[src/rtl/pls_pkg.sv]
package pls_pkg;

    localparam int NPLL = 2;

    typedef enum logic [3:0] {
        S_IDLE,
        S_SAVK,
        S_SAVR,
        S_DIS,
        S_CLR,
        S_LOAD,
        S_WAIT,
        S_CHK,
        S_DEC,
        S_FIN,
        S_RSTK,
        S_RSTF
    } seq_st_e;

    typedef enum logic [1:0] {
        DW_KEEP,
        DW_RUN,
        DW_FULL
    } divw_e;

    typedef struct packed {
        logic [5:0] refdiv;
        logic [7:0] mult;
        logic [2:0] odiv;
        logic [2:0] rdiv;
    } pll_cfg_t;

    localparam pll_cfg_t SAFE_CFG = '{refdiv: 6'd1, mult: 8'd27, odiv: 3'd2, rdiv: 3'd4};

    function automatic logic is_div_write(seq_st_e s);
        return (s == S_SAVK) || (s == S_SAVR) || (s == S_RSTK) || (s == S_RSTF);
    endfunction

    function automatic divw_e div_sel(seq_st_e s);
        case (s)
            S_SAVR:  return DW_RUN;
            S_RSTF:  return DW_FULL;
            default: return DW_KEEP;
        endcase
    endfunction

endpackage

[src/rtl/pls_settle_eval.sv]
module pls_settle_eval #(
    parameter int N = 2
) (
    input  logic [N-1:0] valid_i,
    input  logic [N-1:0] slip_i,
    input  logic         glb_i,
    output logic [N-1:0] settled_o,
    output logic [N-1:0] early_bad_o
);
    for (genvar g = 0; g < N; g++) begin : g_pll
        assign settled_o[g]   = valid_i[g] | slip_i[g];
        assign early_bad_o[g] = slip_i[g] | glb_i;
    end
endmodule

[src/rtl/pls_wait_timer.sv]
module pls_wait_timer #(
    parameter int W = 8
) (
    input  logic         clk,
    input  logic         rst,
    input  logic         clr_i,
    output logic [W-1:0] cnt_o
);
    always_ff @(posedge clk) begin
        if (rst || clr_i) begin
            cnt_o <= '0;
        end else if (cnt_o != {W{1'b1}}) begin
            cnt_o <= cnt_o + 1'b1;
        end
    end
endmodule

[src/rtl/pls_div_keeper.sv]
module pls_div_keeper
    import pls_pkg::*;
#(
    parameter int             DIV_W     = 20,
    parameter logic [DIV_W-1:0] KEEP_MASK = '0,
    parameter logic [DIV_W-1:0] RUN_VALUE = '0
) (
    input  logic             clk,
    input  logic             rst,
    input  logic             save_i,
    input  logic [DIV_W-1:0] cur_i,
    input  divw_e            sel_i,
    output logic [DIV_W-1:0] val_o
);
    logic [DIV_W-1:0] saved_q;

    always_ff @(posedge clk) begin
        if (rst) begin
            saved_q <= '0;
        end else if (save_i) begin
            saved_q <= cur_i;
        end
    end

    always_comb begin
        case (sel_i)
            DW_RUN:  val_o = RUN_VALUE;
            DW_FULL: val_o = saved_q;
            default: val_o = saved_q & KEEP_MASK;
        endcase
    end
endmodule

[src/rtl/pll_lock_seq.sv]
module pll_lock_seq
    import pls_pkg::*;
#(
    parameter int               CNT_W      = 8,
    parameter int               DIV_W      = 20,
    parameter logic [DIV_W-1:0] KEEP_MASK  = 20'hF0100,
    parameter logic [DIV_W-1:0] RUN_VALUE  = 20'h00100,
    parameter int               WAIT_LIMIT = 2000,
    parameter int               DIS_LIMIT  = 64
) (
    input  logic             clk,
    input  logic             rst,
    input  logic             start_i,
    input  logic [CNT_W-1:0] retry_max_i,
    input  logic [DIV_W-1:0] clkdiv_cur_i,
    output logic [DIV_W-1:0] clkdiv_o,
    output logic             clkdiv_we_o,
    output logic [1:0]       pll_en_o,
    input  logic [1:0]       pll_valid_i,
    input  logic [1:0]       pll_slip_i,
    input  logic             glb_fault_i,
    output logic             stat_clr_o,
    output logic             cfg_load_o,
    output logic [19:0]      cfg_o,
    output logic             fchk_req_o,
    output logic             fchk_sel_o,
    input  logic             fchk_ack_i,
    input  logic             fchk_bad_i,
    output logic             done_o,
    output logic [1:0]       fail_o
);
    localparam int TMR_LIM = (WAIT_LIMIT > DIS_LIMIT) ? WAIT_LIMIT : DIS_LIMIT;
    localparam int TMR_W   = $clog2(TMR_LIM + 2);
    localparam logic [TMR_W-1:0] WAIT_END = TMR_W'(WAIT_LIMIT);
    localparam logic [TMR_W-1:0] DIS_END  = TMR_W'(DIS_LIMIT);

    seq_st_e          st;
    logic [CNT_W-1:0] cap_q;
    logic [CNT_W-1:0] att_q;
    logic [1:0]       pre_q;
    logic [1:0]       res_q;
    logic [1:0]       fail_q;
    logic             idx_q;
    logic             done_q;

    logic             tmr_clr;
    logic [TMR_W-1:0] tmr;
    logic [1:0]       settled;
    logic [1:0]       early_bad;
    logic             save_en;
    divw_e            dsel;

    pls_settle_eval #(.N(NPLL)) settle_i (
        .valid_i     (pll_valid_i),
        .slip_i      (pll_slip_i),
        .glb_i       (glb_fault_i),
        .settled_o   (settled),
        .early_bad_o (early_bad)
    );

    pls_wait_timer #(.W(TMR_W)) timer_i (
        .clk   (clk),
        .rst   (rst),
        .clr_i (tmr_clr),
        .cnt_o (tmr)
    );

    pls_div_keeper #(
        .DIV_W     (DIV_W),
        .KEEP_MASK (KEEP_MASK),
        .RUN_VALUE (RUN_VALUE)
    ) div_i (
        .clk    (clk),
        .rst    (rst),
        .save_i (save_en),
        .cur_i  (clkdiv_cur_i),
        .sel_i  (dsel),
        .val_o  (clkdiv_o)
    );

    always_comb begin
        save_en     = (st == S_IDLE) && start_i && (retry_max_i != '0);
        dsel        = div_sel(st);
        clkdiv_we_o = is_div_write(st);
        tmr_clr     = (st != S_DIS) && (st != S_WAIT);
        pll_en_o    = ((st == S_WAIT) || (st == S_CHK)) ? 2'b11 : 2'b00;
        stat_clr_o  = (st == S_CLR);
        cfg_load_o  = (st == S_LOAD);
        cfg_o       = SAFE_CFG;
        fchk_req_o  = (st == S_CHK) && !pre_q[idx_q];
        fchk_sel_o  = idx_q;
        done_o      = done_q;
        fail_o      = fail_q;
    end

    always_ff @(posedge clk) begin
        if (rst) begin
            st     <= S_IDLE;
            cap_q  <= '0;
            att_q  <= '0;
            pre_q  <= '0;
            res_q  <= '0;
            fail_q <= '0;
            idx_q  <= 1'b0;
            done_q <= 1'b0;
        end else begin
            done_q <= 1'b0;
            case (st)
                S_IDLE: begin
                    if (start_i) begin
                        if (retry_max_i == '0) begin
                            fail_q <= '0;
                            done_q <= 1'b1;
                        end else begin
                            cap_q <= retry_max_i;
                            att_q <= '0;
                            st    <= S_SAVK;
                        end
                    end
                end
                S_SAVK: st <= S_SAVR;
                S_SAVR: st <= S_DIS;
                S_DIS: begin
                    if (pll_valid_i == 2'b00) begin
                        st <= S_CLR;
                    end else if (tmr >= DIS_END) begin
                        fail_q <= pll_valid_i;
                        st     <= S_RSTK;
                    end
                end
                S_CLR: st <= S_LOAD;
                S_LOAD: begin
                    att_q <= att_q + 1'b1;
                    st    <= S_WAIT;
                end
                S_WAIT: begin
                    if (&settled) begin
                        pre_q <= early_bad;
                        idx_q <= 1'b0;
                        st    <= S_CHK;
                    end else if (tmr >= WAIT_END) begin
                        pre_q <= early_bad | ~settled;
                        idx_q <= 1'b0;
                        st    <= S_CHK;
                    end
                end
                S_CHK: begin
                    if (pre_q[idx_q] || fchk_ack_i) begin
                        res_q[idx_q] <= pre_q[idx_q] | fchk_bad_i;
                        if (idx_q) begin
                            st <= S_DEC;
                        end else begin
                            idx_q <= 1'b1;
                        end
                    end
                end
                S_DEC: begin
                    fail_q <= res_q;
                    if ((res_q == 2'b00) || (att_q == cap_q)) begin
                        st <= S_FIN;
                    end else begin
                        st <= S_DIS;
                    end
                end
                S_FIN:  st <= S_RSTK;
                S_RSTK: st <= S_RSTF;
                S_RSTF: begin
                    done_q <= 1'b1;
                    st     <= S_IDLE;
                end
                default: st <= S_IDLE;
            endcase
        end
    end
endmodule

[config.mk]
export PLATFORM = sky130hd
export DESIGN_NAME = pll_lock_seq
export DESIGN_NICKNAME = d
export VERILOG_FILES = /design/src/rtl/pls_pkg.sv /design/src/rtl/pls_settle_eval.sv /design/src/rtl/pls_wait_timer.sv /design/src/rtl/pls_div_keeper.sv /design/src/rtl/pll_lock_seq.sv
export SDC_FILE = /design/constraint.sdc
export NUM_CORES = 1
export LEC_CHECK = 0
export BUFFER_PORTS_ARGS = -buffer_cell sky130_fd_sc_hd__buf_2
export CORE_AREA = 3 3 87 89
export DETAILED_ROUTE_END_ITERATION = 6
export DIE_AREA = 0 0 90 92
export PLACE_DENSITY = 0.75
export SLEW_MARGIN = 20
export SYNTH_ARGS = -nofsm -noshare
export SYNTH_HDL_FRONTEND = slang
export SYNTH_SLANG_ARGS = --single-unit
[constraint.sdc]
create_clock -name clk -period 1.6 [get_ports clk]
set_input_delay 0.08 -clock clk [delete_from_list [all_inputs] [get_ports clk]]
set_output_delay 0.08 -clock clk [all_outputs]
set_load 0.01 [all_outputs]
==> metrics, run 1 <==
initial DRC count=257; Mapped Area=approximately 3200 µm²; io pins=between 80 and 90; post-route ant nets=0; setup ws final=-0.338 ns; via/cell ratio=roughly 5.5; leading area contributor after synthesis=dfxtp_1; ys flop type=dfxtp_1; area grow syn2layout=48.6%; IO Port Bufs=between 60 and 70; clk_skew=around 0.0055 ns; final setup fails=63; CTS Buf Count=9; setup TNS=-13.75 ns; Distinct cells, synth=63; synth cell count leaders=nand2_1, dfxtp_1, a21oi_1; DRC Markers=0; worst hold slack=0.0343 ns; final WL=11.2 mm; post-synth top area share=36.6%; Max Cap Violations=0; antenna diode count=0; Final Net Count=slightly below 600; CTS max path bufs=2; Post-synth ARST share=0%; Worst path max stage delay=roughly 0.34 ns; Ys Warns=0; layout cell share with drive strength beyond 1=43.7%; effective utilization at floorplan=between 40% and 50%; RSZ-0062 raised after global routing=yes; crit start category=register; Post-synth EDFFs=0; Slew HR=62.5%; fin crit share=121%; pin count of the biggest net entering global routing=24; 1st-pass router iterations=5; status=complete, but fails checks; fin. max-slew vios=0; post-route insts no fill=645; crit-path max FO=5; RePlAce Congestion=~0.89; global-route wire length before repair=16.0 mm; die area=slightly above 8000 µm²; FMAX=0.516 GHz; failing checks=negative setup slack; cells along the critical path=buf_6 > buf_6 > nor4_4 > nand2_2 > buf_6 > nor2_4 > buf_12 > buf_12 > buf_16 > nand2_1 > a21oi_1; Synth area leaders=dfxtp_1, nand2_1, a21oi_1; most common cell in the netlist=nand2_1; crit path capture type=register; via count=roughly 3500; Clock Sinks=59; Die W=90 µm; final hold violation count=0; H-tree Lvls=3; Root Driver=clkbuf_8; WP data arrival=approximately 2.2 ns; WL/cell=~17 µm; Clock Latency Late Sink=between 0.3 and 0.4 ns; Crit-path slowest cell=dfxtp_2; Crit path top cell by count=buf_6; post-synthesis sequential area ratio=36.6%; Pleak=between 0.002 and 0.0025 µW; clk slew on worst S/H paths=0.07 ns; Finished Core Util=a little over two thirds; vias in the first global route=~3400; Pwr Total=5450 µW; CTS tree=yes; worst-margin pin slew=roughly 0.56 ns; Max VDD drop=0.968 mV; Tmin final=approximately 1.9 ns; number of synthesized register bits=59; pwr dens=about 1100 nW/µm²; GRT overflow=0; Core Box Area=between 6000 and 7000 µm²; Gate Count Post-Synth=398; initial antenna violation count=0; Placed Instances=about 580; syn avg cell area=around 8 µm²; Std-Cell Rows=30; Overall Global Routing Usage=24.1%; hpwl dp=around 5.5 mm; Setup CP Type=reg -> reg; HP Class=in -> reg; Req. time, crit path=approximately 1.9 ns; DIE HEIGHT=~92 µm
through the flow:
step | setup WS [ns] | area (µm²)
2_1_floorplan | 0.00833 | 3300
3_3_place_gp | -0.0347 | 3790
3_5_place_dp | -0.0967 | 3790
4_1_cts | -0.159 | 4560
5_1_grt | -0.395 | 4800
6_report | -0.338 | 4800
placed cells by master, fill, tap and decap left out, types with 3 or more instances in the layout:
master,count
conb_1,20
and3_1,4
and2_4,4
buf_4,45
nand2_4,5
nor2b_1,4
buf_6,11
a21oi_2,17
nor3_1,3
a21o_1,3
nand4_1,6
o31ai_1,3
nor2_1,35
a21oi_1,27
xor2_1,9
buf_2,67
nand3_1,8
dfxtp_2,5
inv_1,8
nor2_2,4
dfxtp_4,3
buf_12,4
clkbuf_8,11
and2_1,15
ha_1,3
or2_4,4
dfxtp_1,51
xnor2_1,15
nand2_2,25
mux2i_1,3
nand2_1,44
dlygate4sd3_1,27
registers in the layout, summed over array words and instances, names as in the netlist:
register / cells
fail_o: 2
pre_q: 2
fchk_sel_o: 1
cap_q: 8
att_q: 8
timer_i.cnt_o: 11
st: 4
div_i.saved_q: 20
done_o: 1
res_q: 2
path summary, 6_finish.rpt:
kind                            slack (ns)                           start  cells past startpoint                              to
worst max register to register       -0.34              st[2]$_SDFFE_PP0P_                     11           cap_q[6]$_SDFFE_PP0P_
worst max-delay path                 -0.34              st[2]$_SDFFE_PP0P_                     11           cap_q[6]$_SDFFE_PP0P_
worst min register to register        0.45  div_i.saved_q[18]$_SDFFE_PP0P_                      2  div_i.saved_q[18]$_SDFFE_PP0P_
worst min-delay path                  0.03                      fchk_bad_i                      3           res_q[0]$_SDFFE_PP0P_
report_power, final:
part           switching (µW)  internal [µW]
Sequential                158           1630
Clock                     625            641
Combinational            1210           1180
critical path, delay by kind of cell, from the launching register on:
| family | cells | cell delay (ns) |
|---|---|---|
| flip-flops | 1 | 0.34 |
| buffers and inverters | 6 | 0.74 |
| AND/OR/NAND/NOR | 4 | 0.63 |
| AO/OA/AOI/OAI | 1 | 0.14 |
layer usage:
layer | wire length, µm | vias up | part of all wire (%) | GRT usage, %
li1 | - | 1596 | - | -
met1 | 4110 | 1668 | 37 | 25.6
met2 | 5660 | 212 | 51 | 42.7
met3 | 820 | 56 | 7.3 | 6.89
met4 | 601 | 0 | 5.4 | 13.5
met5 | 0 | - | 0 | 0
kinds of logic (layout without fill, tap and decap cells):
group                    after synthesis  in the layout  synth area share, %
AO/OA/AOI/OAI                         74             74                 14.9
XOR/XNOR                              24             24                 6.51
adder cells (fa/ha/maj)                5              5                 1.94
buffers and inverters                 50            180                 10.0
flip-flops                            59             59                 36.6
multiplexers                           4              4                 1.39
other                                  2             20                0.232
AND/OR/NAND/NOR                      180            183                 28.4
area by class of cell:
type,count,area [µm²]
multi-input combinational,310,2090
fill,473,2030
sequential,59,1200
timing repair buffer,155,1170
clock buffer,12,155
tap,96,120
inverter,9,33.8
clock inverter,4,25.0
what timing repair did:
action,CTS,global route
resized for setup,30,75
setup endpoints to repair,66,70
hold buffers,27,0
pin swaps,14,28
gates cloned,6,0
hold endpoints to repair,27,0
buffers inserted,14,10
No activity file was read; power rests on OpenSTA's default activity.
==> run 2, diff against run 1 <==
SYNTH_HIERARCHICAL = 1   (was unset)
==> metrics, run 2 <==
post-route insts no fill=about 610; internal reg-to-reg setup slack=-0.10 ns; initial antenna violation count=0; Std-Cell Rows=30; leading area contributor after synthesis=dfxtp_1; RePlAce Congestion=approximately 0.85; RSZ-0062 raised after global routing=yes; pin count of the biggest net entering global routing=27; clk slew on worst S/H paths=roughly 0.070 ns; Setup CP Type=reg -> out; Max Cap Violations=0; final hold violation count=0; Top Registers=div_i/saved_q (20), timer_i/cnt_o (11); Core Box Area=between 6000 and 7000 µm²; pwr dens=about 840 nW/µm²; IO Port Bufs=67; Synth area leaders=dfxtp_1, mux2i_1, nor2_1; global-route wire length before repair=~13 mm; Mapped Area=3230 µm²; worst hold slack=0.0127 ns; most common cell in the netlist=dfxtp_1; CTS max path bufs=2; CTS tree=yes; synth cell count leaders=dfxtp_1, nor2_1, mux2i_1; Post-synth ARST share=0%; fin. max-slew vios=0; post-synthesis sequential area ratio=a little over a third; GRT overflow=0; Distinct cells, synth=between 50 and 60; WL/cell=around 14 µm; antenna diode count=0; setup ws final=-0.184 ns; WP data arrival=between 1.5 and 2 ns; clk_skew=about 0.0088 ns; post-route ant nets=0; HP Class=in -> reg; Clock Sinks=59; Max VDD drop=~0.66 mV; final setup fails=40; Final Net Count=approximately 550; Root Driver=clkbuf_8; post-synth top area share=36.5%; DIE HEIGHT=92 µm; Post-synth EDFFs=0; layout cell share with drive strength beyond 1=between 40% and 50%; final WL=between 8 and 9 mm; crit path to=clkdiv_o[17]; Gate Count Post-Synth=364; Die W=~90 µm; H-tree Lvls=3; crit-path max FO=4; Pleak=approximately 0.0021 µW; ys flop type=dfxtp_1; launch point of the worst reg-to-reg path=st[3]$_SDFFE_PP0P_; die area=slightly above 8000 µm²; Ys Warns=6; status=complete, but fails checks; Req. time, crit path=roughly 1.5 ns; CP startpoint=st[1]$_SDFFE_PP0P_; crit start category=register; initial DRC count=roughly 170; Reg-to-Reg End=att_q[6]$_SDFFE_PP0P_; CTS Buf Count=9; R2R cell count=7; Tmin final=approximately 1.8 ns; Biggest register=div_i/saved_q; crit path capture type=output port; 1st-pass router iterations=4; Clock Latency Late Sink=~0.34 ns; commonest non-fill, non-tap cell in the layout=dfxtp_1; io pins=88; most frequent cells in the layout=dfxtp_1, buf_2, nor2_1; effective utilization at floorplan=roughly 47%; Largest register FFs=20; FMAX=approximately 0.56 GHz; failing checks=negative setup slack; area grow syn2layout=46.0%; number of synthesized register bits=59; vias in the first global route=between 2000 and 3000; syn avg cell area=approximately 8.9 µm²; hpwl dp=roughly 5.5 mm; DRC Markers=0; via/cell ratio=roughly 5.1; Overall Global Routing Usage=between 10% and 20%; Placed Instances=552; via count=approximately 3100; fin crit share=111%
==> run 2: cell types whose count changed after synthesis, sizes merged, moves of 4 or more <==
cell	previous run	this run
xor2	9	13
a211oi	2	8
nand2b	1	6
nand2	74	15
o21ai	3	9
a31oi	1	7
a21oi	44	8
mux2i	3	29
nor2	41	53
inv	9	13
or2	2	6
xnor2	15	3
==> run 2: final cells by class <==
| type | count | area (µm²) |
|---|---|---|
| inverters | 13 | 61.3 |
| clock inverters | 5 | 52.6 |
| flip-flops and latches | 59 | 1190 |
| repair buffers | 146 | 1140 |
| well taps | 96 | 120 |
| multi-input cells | 275 | 1980 |
| clock buffers | 11 | 141 |
| repair inverters | 3 | 33.8 |
| fillers | 514 | 2110 |
==> run 2: cell families after synthesis <==
family / Yosys count / share of synthesized area, %
AND/OR/NAND/NOR: 150 / 25.0
flip-flops: 59 / 36.5
AO/OA/AOI/OAI: 55 / 13.0
buffers and inverters: 48 / 10.0
multiplexers: 30 / 9.33
XOR/XNOR: 16 / 4.34
adder cells (fa/ha/maj): 4 / 1.55
other: 2 / 0.232
==> run 2: how the worst min path moves through the flow <==
| stage | slack [ns] | from | depth (start not counted) | endpoint |
|---|---|---|---|---|
| 6_report | 0.01 | retry_max_i[1] | 3 | cap_q[1]$_SDFFE_PP0P_ |
| 2_1_floorplan | 0.22 | retry_max_i[0] | 2 | cap_q[0]$_SDFFE_PP0P_ |
| 3_3_place_gp | 0.32 | clkdiv_cur_i[16] | 3 | div_i/saved_q[16]$_SDFFE_PP0P_ |
| 4_1_cts | 0.0009 | clkdiv_cur_i[4] | 3 | div_i/saved_q[4]$_SDFFE_PP0P_ |
| 5_1_grt | 0.02 | retry_max_i[5] | 3 | cap_q[5]$_SDFFE_PP0P_ |
| 3_5_place_dp | 0.33 | clkdiv_cur_i[19] | 3 | div_i/saved_q[19]$_SDFFE_PP0P_ |
==> run 2: per-stage QoR <==
stage	setup WS (ns)	instance area [µm²]	TNS, ns	power (µW)	util, %
floorplan	-0.0332	3320	-0.665	2210	-
global placement	-0.130	3800	-1.17	2360	55.7
detailed placement	-0.121	3800	-2.24	2380	55.7
CTS	-0.189	4430	-3.49	3830	64.9
global route	-0.291	4720	-8.00	4110	69.0
finish	-0.184	4720	-4.11	3940	69.0
==> run 2: layer usage <==
layer / track usage (%) / part of all wire, % / vias to the layer above
li1: - / - / 1519
met5: 0 / 0 / -
met1: 23.0 / 41 / 1460
met4: 10.3 / 1.7 / 0
met3: 3.45 / 5.4 / 14
met2: 33.9 / 51 / 119
==> run 2: critical path: stages, from the launching register on <==
cell	delay, ns
dfxtp_2	0.36
nor2b_4	0.15
nor3b_4	0.20
inv_2	0.06
ha_4	0.29
nor2_4	0.04
nor2b_1	0.11
buf_2	0.15
==> run 2: power breakdown <==
group / switching, µW / internal, µW
sequential: 61.4 / 1570
clock: 599 / 754
combinational: 479 / 485
total: 1140 / 2800
==> run 2: what timing repair did <==
| action | CTS | global route |
|---|---|---|
| hold buffers | 21 | 1 |
| pin swaps | 27 | 14 |
| gates cloned | 1 | 3 |
| hold endpoints to repair | 21 | 1 |
| gates resized for setup | 45 | 49 |
| setup endpoints to repair | 53 | 63 |
| buffers inserted | 9 | 7 |
==> run 3, diff against run 2 <==
CELL_PAD_IN_SITES_DETAIL_PLACEMENT = 0   (was unset)
CELL_PAD_IN_SITES_GLOBAL_PLACEMENT = 1   (was unset)
CORE_AREA = 3 3 92 94   (was 3 3 87 89)
CTS_CLUSTER_DIAMETER = 150   (was unset)
DIE_AREA = 0 0 95 97   (was 0 0 90 92)
PLACE_DENSITY = unset   (was 0.75)
PLACE_DENSITY_LB_ADDON = 0.1   (was unset)
clock period = 2.3 ns   (was 1.6 ns; I/O delays follow)
==> metrics, run 3 (synthesis gave the netlist of run 2 again) <==
status=completed; via/cell ratio=~4.9; Worst path max stage delay=~0.60 ns; post-route ant nets=0; Die W=between 90 and 100 µm; Finished Core Util=about half; crit-path max FO=10; Top Registers=div_i/saved_q (20), timer_i/cnt_o (11); Tmin final=around 2.1 ns; clk slew on worst S/H paths=approximately 0.07 ns; pwr dens=slightly above 700 nW/µm²; final hold violation count=0; Placed Instances=between 500 and 600; initial antenna violation count=0; antenna diode count=0; Biggest register=div_i/saved_q; Root Driver=clkbuf_8; H-tree Lvls=3; Largest register FFs=20; Max VDD drop=0.371 mV; CTS Buf Count=9; WP data arrival=1.99 ns; Crit path top cell by count=nor2_1; most frequent cells in the layout=buf_2, dfxtp_1, nor2_1; setup TNS=0 ns; Pwr Total=approximately 2700 µW; commonest non-fill, non-tap cell in the layout=buf_2; Clock Latency Late Sink=~0.34 ns; Setup CP Type=reg -> out; fin. max-slew vios=0; FMAX=approximately 0.47 GHz; Final Net Count=approximately 480; post-route insts no fill=~540; 1st-pass router iterations=6; crit path capture type=output port; Req. time, crit path=between 2 and 2.5 ns; layout cell share with drive strength beyond 1=24.9%; DRC Markers=0; Multi-input gate area=1800 µm²; Crit-path slowest cell=dfxtp_1; via count=approximately 2700; IO Port Bufs=67; Overall Global Routing Usage=16.0%; CTS tree=yes; effective utilization at floorplan=a little over two fifths; worst-margin pin slew=about 0.57 ns; Reg area=1180 µm²; clk_skew=around 0.0061 ns; Slew HR=slightly above 60%; DIE HEIGHT=between 90 and 100 µm; final setup fails=0; hpwl dp=~5.1 mm; io pins=between 80 and 90; cells along the critical path=inv_1 > nand2_1 > nor2_1 > ha_1 > nor2_1 > nor2b_1 > buf_2; crit start category=register; die area=around 9200 µm²; pin count of the biggest net entering global routing=34; Clock Sinks=59; HP Class=in -> reg; GRT overflow=0; Std-Cell Rows=32; area grow syn2layout=18.9%; Max Cap Violations=0; layout filler cell count=between 700 and 800; fin crit share=91.6%; Pleak=0.00174 µW; initial DRC count=between 90 and 100; WL/cell=12.9 µm; RePlAce Congestion=0.849; CTS max path bufs=2; final WL=about 7 mm; global-route wire length before repair=11.8 mm; Core Box Area=between 7000 and 8000 µm²; vias in the first global route=between 2000 and 2500; RSZ-0062 raised after global routing=no
run 3: cell count changes in the layout (fill, tap and decap cells not counted), sizes merged:
cell         previous run  this run
dlygate4sd3            22         3
buf                   124        76
clkinvlp                1         0
clkinv                  7         2
bufinv                  1         3
inv                    12        13
run 3: critical path, delay by kind of cell (launching register included):
kind | cells | cell delay (ns)
DFF | 1 | 0.60
and+or+nand+nor | 4 | 0.49
adders and majority gates | 1 | 0.30
buffers and inverters | 2 | 0.25
run 3: what timing repair did:
item | in CTS | in global routing
hold buffers | 3 | 0
endpoints found under the hold margin | 3 | 0
endpoints found under the setup margin | 0 | 4
buffers inserted | 0 | 0
gates resized for setup | 0 | 1
run 3: metrics by stage:
stage	setup WS, ns	instance area [µm²]	hold slack (ns)
after floorplan	0.605	3300	0.259
after global placement	0.487	3570	0.354
after detailed placement	0.454	3570	0.358
after CTS	0.0723	3840	0.000242
after global routing	0.00295	3840	0.00758
final	0.194	3840	0.0106
run 3: worst paths after layout:
path | start | end | slack (ns) | cells past startpoint
worst max-delay path | st[2]$_SDFFE_PP0P_ | clkdiv_o[17] | 0.19 | 7
worst min-delay path | clkdiv_cur_i[1] | div_i/saved_q[1]$_SDFFE_PP0P_ | 0.01 | 3
worst min register to register | div_i/saved_q[6]$_SDFFE_PP0P_ | div_i/saved_q[6]$_SDFFE_PP0P_ | 0.48 | 2
worst max register to register | st[0]$_SDFFE_PP0P_ | st[2]$_SDFFE_PP0P_ | 0.45 | 5
run 3: routing by layer:
layer / up-vias / share of wire, % / track usage, % / wire, µm
li1: 1380 / - / - / -
met1: 1206 / 48 / 21.5 / 3370
met2: 82 / 45 / 24.6 / 3140
met3: 5 / 6.1 / 5.05 / 428
met4: 0 / 0.79 / 4.00 / 55
met5: - / 0 / 0 / 0
run 3: where the power goes:
part | internal, µW | total, µW | switching (µW)
Clock | 746 | 1150 | 399
Sequential | 1090 | 1130 | 40.9
Combinational | 217 | 468 | 250
run 3: area by class of cell:
class	count	area share (%)
Multi-Input combinational cell	275	46.8
Clock buffer	11	3.68
Sequential cell	59	30.7
Inverter	13	1.27
Clock inverter	5	2.60
Tap cell	102	3.32
Timing Repair Buffer	79	11.6
